**config.mk**
```make
export PLATFORM = sky130hd
export DESIGN_NAME = bus_region_timer
export DESIGN_NICKNAME = d
export VERILOG_FILES = /design/src/rtl/brt_pkg.sv /design/src/rtl/brt_cost_decode.sv /design/src/rtl/brt_ram_xlate.sv /design/src/rtl/brt_cycle_accum.sv /design/src/rtl/bus_region_timer.sv
export SDC_FILE = /design/constraint.sdc
export NUM_CORES = 1
export LEC_CHECK = 0
export ABC_CLOCK_PERIOD_IN_PS = 1720
export BUFFER_PORTS_ARGS = -buffer_cell sky130_fd_sc_hd__buf_4
export CORE_ASPECT_RATIO = 0.6
export CORE_MARGIN = 3
export CORE_UTILIZATION = 40
export CTS_CLUSTER_DIAMETER = 200
export DETAILED_ROUTE_END_ITERATION = 12
export HOLD_SLACK_MARGIN = 0.06
export PLACE_DENSITY = 0.77
export SLEW_MARGIN = 20
export SYNTH_ARGS = -nofsm -noshare
export SYNTH_HDL_FRONTEND = slang
export SYNTH_HIERARCHICAL = 1
export SYNTH_SLANG_ARGS = --single-unit
```
**constraint.sdc**
```tcl
create_clock -name clk -period 1.72 [get_ports clk]
set_input_delay 0.172 -clock clk [delete_from_list [all_inputs] [get_ports clk]]
set_output_delay 0.172 -clock clk [all_outputs]
set_load 0.01 [all_outputs]
```
**src/rtl/brt_pkg.sv**
```systemverilog
package brt_pkg;
  localparam int COST_W = 4;
  localparam logic [COST_W-1:0] COST_FAST  = 4'd6;
  localparam logic [COST_W-1:0] COST_SLOW  = 4'd8;
  localparam logic [COST_W-1:0] COST_XSLOW = 4'd12;

  typedef enum logic {
    FOLD_LOW  = 1'b0,
    FOLD_HIGH = 1'b1
  } fold_style_e;
endpackage

```
**src/rtl/brt_cost_decode.sv**
```systemverilog
module brt_cost_decode
  import brt_pkg::*;
(
  input  logic [23:0]       addr,
  input  logic              fast_rom_en,
  output logic [COST_W-1:0] cost,
  output logic              rom_class
);
  logic [23:0] plus_off;
  logic [23:0] minus_off;

  always_comb begin
    plus_off  = addr + 24'h006000;
    minus_off = addr - 24'h004000;
    rom_class = addr[22] | addr[15];
    if (rom_class) begin
      cost = (addr[23] && fast_rom_en) ? COST_FAST : COST_SLOW;
    end else if (plus_off[14]) begin
      cost = COST_SLOW;
    end else if ((minus_off & 24'h007E00) != 24'h0) begin
      cost = COST_FAST;
    end else begin
      cost = COST_XSLOW;
    end
  end
endmodule

```
**src/rtl/brt_ram_xlate.sv**
```systemverilog
module brt_ram_xlate
  import brt_pkg::*;
#(
  parameter int RAM_AW = 20
) (
  input  logic [23:0]       addr,
  input  logic              style,
  input  logic [RAM_AW-1:0] mask,
  output logic [RAM_AW-1:0] offset,
  output logic              hit
);
  logic [7:0]  bank;
  logic [15:0] off;
  logic [23:0] low_full;
  logic [23:0] high_full;
  logic [23:0] pick;
  logic        low_hit;
  logic        high_hit;

  always_comb begin
    bank      = addr[23:16];
    off       = addr[15:0];
    low_full  = {1'b0, bank, off[14:0]};
    high_full = {9'b0, off[14:0]} - 24'h006000 + {7'b0, addr[19:16], 13'b0};
    low_hit   = (bank[6:4] == 3'b111) && (bank[3:1] != 3'b111) && !off[15];
    high_hit  = (bank[6:5] == 2'b01) && (off[15:13] == 3'b011);
    pick      = (fold_style_e'(style) == FOLD_HIGH) ? high_full : low_full;
    hit       = (fold_style_e'(style) == FOLD_HIGH) ? high_hit : low_hit;
    offset    = pick[RAM_AW-1:0] & mask;
  end
endmodule

```
**src/rtl/brt_cycle_accum.sv**
```systemverilog
module brt_cycle_accum
  import brt_pkg::*;
#(
  parameter int ACC_W = 16
) (
  input  logic              clk,
  input  logic              rst_n,
  input  logic              add_en,
  input  logic [COST_W-1:0] cost,
  input  logic [ACC_W-1:0]  threshold,
  input  logic              thr_adv,
  output logic [ACC_W-1:0]  count,
  output logic              due
);
  logic [ACC_W-1:0] count_d;
  logic             due_d;

  always_comb begin
    count_d = count;
    if (add_en) begin
      count_d = count + ACC_W'(cost);
    end
    due_d = due;
    if (thr_adv) begin
      due_d = 1'b0;
    end else if (count >= threshold) begin
      due_d = 1'b1;
    end
  end

  always_ff @(posedge clk or negedge rst_n) begin
    if (!rst_n) begin
      count <= '0;
      due   <= 1'b0;
    end else begin
      count <= count_d;
      due   <= due_d;
    end
  end
endmodule

```
**src/rtl/bus_region_timer.sv**
```systemverilog
module bus_region_timer
  import brt_pkg::*;
#(
  parameter int RAM_AW = 20,
  parameter int ACC_W  = 16
) (
  input  logic              clk,
  input  logic              rst_n,
  input  logic              acc_valid,
  input  logic              acc_write,
  input  logic [23:0]       acc_addr,
  input  logic              dma_active,
  input  logic              fast_rom_en,
  input  logic              ram_style,
  input  logic [RAM_AW-1:0] ram_mask,
  input  logic [ACC_W-1:0]  next_event,
  input  logic              event_adv,
  input  logic              dirty_clr,
  output logic [3:0]        acc_cost,
  output logic              rom_class,
  output logic              ram_hit,
  output logic [RAM_AW-1:0] ram_offset,
  output logic              ram_we,
  output logic              ram_dirty,
  output logic [ACC_W-1:0]  cycle_count,
  output logic              event_due
);
  logic [1:0] rst_pipe;
  logic       rst_sync_n;
  logic       add_en;
  logic       dirty_d;

  always_ff @(posedge clk or negedge rst_n) begin
    if (!rst_n) begin
      rst_pipe <= 2'b00;
    end else begin
      rst_pipe <= {rst_pipe[0], 1'b1};
    end
  end
  assign rst_sync_n = rst_pipe[1];

  brt_cost_decode u_cost (
    .addr        (acc_addr),
    .fast_rom_en (fast_rom_en),
    .cost        (acc_cost),
    .rom_class   (rom_class)
  );

  brt_ram_xlate #(.RAM_AW(RAM_AW)) u_xlate (
    .addr   (acc_addr),
    .style  (ram_style),
    .mask   (ram_mask),
    .offset (ram_offset),
    .hit    (ram_hit)
  );

  assign add_en = acc_valid && !dma_active;
  assign ram_we = acc_valid && acc_write && ram_hit && (ram_mask != '0);

  brt_cycle_accum #(.ACC_W(ACC_W)) u_accum (
    .clk       (clk),
    .rst_n     (rst_sync_n),
    .add_en    (add_en),
    .cost      (acc_cost),
    .threshold (next_event),
    .thr_adv   (event_adv),
    .count     (cycle_count),
    .due       (event_due)
  );

  always_comb begin
    dirty_d = ram_dirty;
    if (ram_we) begin
      dirty_d = 1'b1;
    end else if (dirty_clr) begin
      dirty_d = 1'b0;
    end
  end

  always_ff @(posedge clk or negedge rst_sync_n) begin
    if (!rst_sync_n) begin
      ram_dirty <= 1'b0;
    end else begin
      ram_dirty <= dirty_d;
    end
  end
endmodule

```
==> results.toml <==
[run_status]
status = "complete, but fails checks"
violations = "negative setup slack"

[floorplan]
coreArea_um2 = 4659
fp.dieW_um = 96.62
start_util_pct = 42.29
die-height_um = 60.37
pin_count = 114
dieArea_um2 = 5833
std_cell_rows = 19

[clocking]
htree_levels = 1
clk_pin_slew_ns = 0.08
cts_root_buf = "clkbuf_8"
cts_tree = "done"
cts_buffers = 3
clock_path_buffers = 2
clkSinkCount = 20
worstSkewPairLatency_ns = 0.27

[synthesis]
syn_nets = 312
synth-compound-area-share_pct = 15.87
synth_xor_xnor_area_share_pct = 6.667
ys_warn_count = 6
post-synth-top-area-fraction_pct = 25.40
synth_adder_area_share_pct = 19.17
synth.area.top_cells = "dfrtp_1 (25%), ha_1 (17%), xnor2_1 (5.8%)"
netlist_area_um2 = 1971
yosysSeqAreaShare_pct = 25.40
synthSimpleGateAreaFrac_pct = 24.00
synth_top_family_by_area = "simple AND/OR/NAND/NOR gates"
synth_top_cell_by_area = "dfrtp_1"
synth.avg_cell_area_um2 = 9.209
synthMuxAreaShare_pct = 2.159
synth-seq-cells = 20
synthDistinctLibCells = 54
synthCells = 214

[timing]
setup_viol_count_final = 17
final.period_utilization_pct = 112.5
period_needed_ns = 1.935
fmax_ghz = 0.5168
hold_viol = 0
drv_slew = 0
tightest_slew_ns = 0.7389
fin_ws_ns = -0.2151
skew_ns = 0.01190
finalSetupTns_ns = -2.376
slew-limit-headroom_pct = 50.74
rsz0062_at_grt = "yes"

[worst_setup_path]
crit_type = "input pin to register"
worstReg2RegEnd = "u_accum/count[6]"
worst_setup_path_end_kind = "register"
rr_startpoint = "u_accum/count[1]"
reg2reg_depth = 6
cp.required_ns = 1.88
cp-start-kind = "input pin"
cp_max_fo = 6
cp-endpoint = "u_accum/count[6]"
cp-startpoint = "acc_addr[13]"
critPathArrivalTime_ns = 2.09
rrSetupSlack_ns = 0.04

[placed_design]
gp_congestion = 0.9936
placed_area_um2 = 3105
io_buffers = 112
dpl.cell_count = 411
pre_cts_ws_ns = -0.3158
dp_hpwl_um = 5511

[layout]
fin_area_um2 = 3497
antenna_cells = 0
layoutNonFillerInstCount = 425
final_nets = 461
areaGrowthSynthToFinish_pct = 77.46
drive_gt1_share_pct = 55.80
fin_util_pct = 75.05

[drt]
wirelength_um = 7406
viasPerCell = 5.308
wl_per_cell_um = 17.43
first_iter_violations = 171
num_vias = 2256
drc = 0
firstDrtPassIters = 4
ant_nets = 0

[power]
power_density_nw_per_um2 = 791.0
ir_drop_v = 0.0004992
p_leak_nw = 1.775

[min_path]
hp-class = "input pin to register"

[global_route]
antenna_found_initial = 0
grt_pass1_wl_um = 10820
grt_pass1_vias = 2259
overflow = 0
track_usage_pct = 22.93
grt_max_degree = 19

[run]
cap_viol_max_count = 0
[cell usage after synthesis (all sizes together)]
master,count
a2111o,1
a211o,1
a211oi,3
a21o,5
a21oi,6
a311oi,1
a31oi,2
and2,15
and3,4
and3b,1
and4,2
buf,4
conb,2
dfrtp,20
fa,2
ha,27
inv,26
mux2,2
mux2i,2
nand2,9
nand2b,2
nand3,11
nand3b,2
nand4,5
nor2,5
nor2b,5
nor3,2
nor3b,1
nor4,4
nor4b,1
o2111a,1
o211a,1
o211ai,5
o21a,1
o21ai,10
o21bai,1
o22ai,2
o31a,1
or2,1
or3b,1
or4,2
xnor2,13
xor2,2
[placed cells by master (no fill, tap or decap), types with 2 or more instances in the layout]
cell type / netlist / final
xnor2_2: 0 / 2
buf_6: 0 / 6
mux2_2: 2 / 2
nand3_2: 1 / 5
nor2_1: 5 / 4
nor3_2: 0 / 2
and3_4: 1 / 2
xor2_1: 2 / 2
o21ai_0: 7 / 5
buf_12: 0 / 2
clkbuf_8: 0 / 3
inv_1: 26 / 22
conb_1: 2 / 2
nor4_1: 3 / 3
nand3_1: 10 / 5
ha_4: 0 / 8
dfrtp_1: 20 / 19
xnor2_1: 13 / 11
mux2i_1: 2 / 2
nand2_1: 9 / 8
a21oi_1: 6 / 4
a211oi_1: 3 / 2
ha_1: 27 / 19
a21o_1: 5 / 5
buf_4: 3 / 139
or4_4: 2 / 2
nand3b_1: 2 / 2
o21ai_1: 1 / 3
o21ai_4: 1 / 2
fa_2: 0 / 2
inv_2: 0 / 3
a31oi_1: 2 / 2
and2_1: 15 / 14
nand4_1: 4 / 4
o211ai_1: 4 / 4
nor2b_1: 5 / 5
[logic make-up (layout without fill, tap and decap cells)]
logic type                 Yosys count  after routing
DFF                                 20             20
xor gates and xnor gates            15             15
muxes                                4              4
adders and majority gates           29             29
other                                2              2
AOI/OAI and AO/OA                   41             41
and+or+nand+nor                     73             73
buffers and inverters               30            178
[registers in the layout (all words and copies together), names as in the netlist]
signal,count
u_accum/count,16
rst_pipe,2
ram_dirty,1
u_accum/due,1
[how the worst min path moves through the flow]
stage,start,to,slack [ns],depth (start not counted)
2_1_floorplan,rst_n,rst_pipe[0],-0.12,0
6_report,event_adv,u_accum/due,0.09,2
3_3_place_gp,rst_n,rst_pipe[0],-0.05,1
3_5_place_dp,rst_n,rst_pipe[0],-0.04,1
5_1_grt,event_adv,u_accum/due,0.09,2
4_1_cts,event_adv,u_accum/due,0.09,2
[final cells by class]
type                    count  area, um2
fillers                   280       1162
clock inverters             1      30.03
flip-flops and latches     20      501.7
multi-input cells         164       1574
clock buffers               3      41.29
inverters                  26      110.1
repair buffers            148       1161
well taps                  63      78.83
[worst max-delay path, stage by stage]
cell and delay [ns]:
buf_12 0.09, buf_12 0.11, clkinv_8 0.04, ha_4 0.24, o21ai_4 0.23, and2_4 0.23, fa_2 0.25, a21oi_4 0.07
o21ai_4 0.26, buf_4 0.17, nand3_2 0.09, xnor2_1 0.14
[power breakdown]
group	switching, mW	internal (mW)	total, mW
Combinational	0.738	0.850	1.59
Sequential	0.134	0.568	0.702
Clock	0.165	0.311	0.476
Total	1.04	1.73	2.77
[metal layers]
| layer | vias up | part of all wire, % | wire length [um] | track usage (%) |
|---|---|---|---|---|
| li1 | 1060 | - | - | - |
| met3 | 16 | 10 | 765 | 5.855 |
| met5 | - | 0 | 0 | 0 |
| met1 | 1040 | 41 | 3053 | 31.12 |
| met4 | 0 | 2.3 | 170 | 3.400 |
| met2 | 140 | 46 | 3417 | 38.63 |
[stage by stage]
| step | hold WS, ns | power, mW |
|---|---|---|
| finish | 0.08660 | 2.766 |
| global route | 0.08959 | 2.921 |
| CTS | 0.08887 | 2.554 |
| detailed placement | -0.04316 | 2.038 |
| global placement | -0.04515 | 1.978 |
| floorplan | -0.1236 | 1.351 |
[timing repair]
| action | CTS | global route |
|---|---|---|
| endpoints found under the hold margin | 2 | 0 |
| gates resized for setup | 14 | 30 |
| hold buffers | 1 | 0 |
| pin swaps | 5 | 32 |
| endpoints found under the setup margin | 12 | 18 |
| setup buffers | 2 | 8 |
Note: power is estimated with default switching activity, not from simulation.
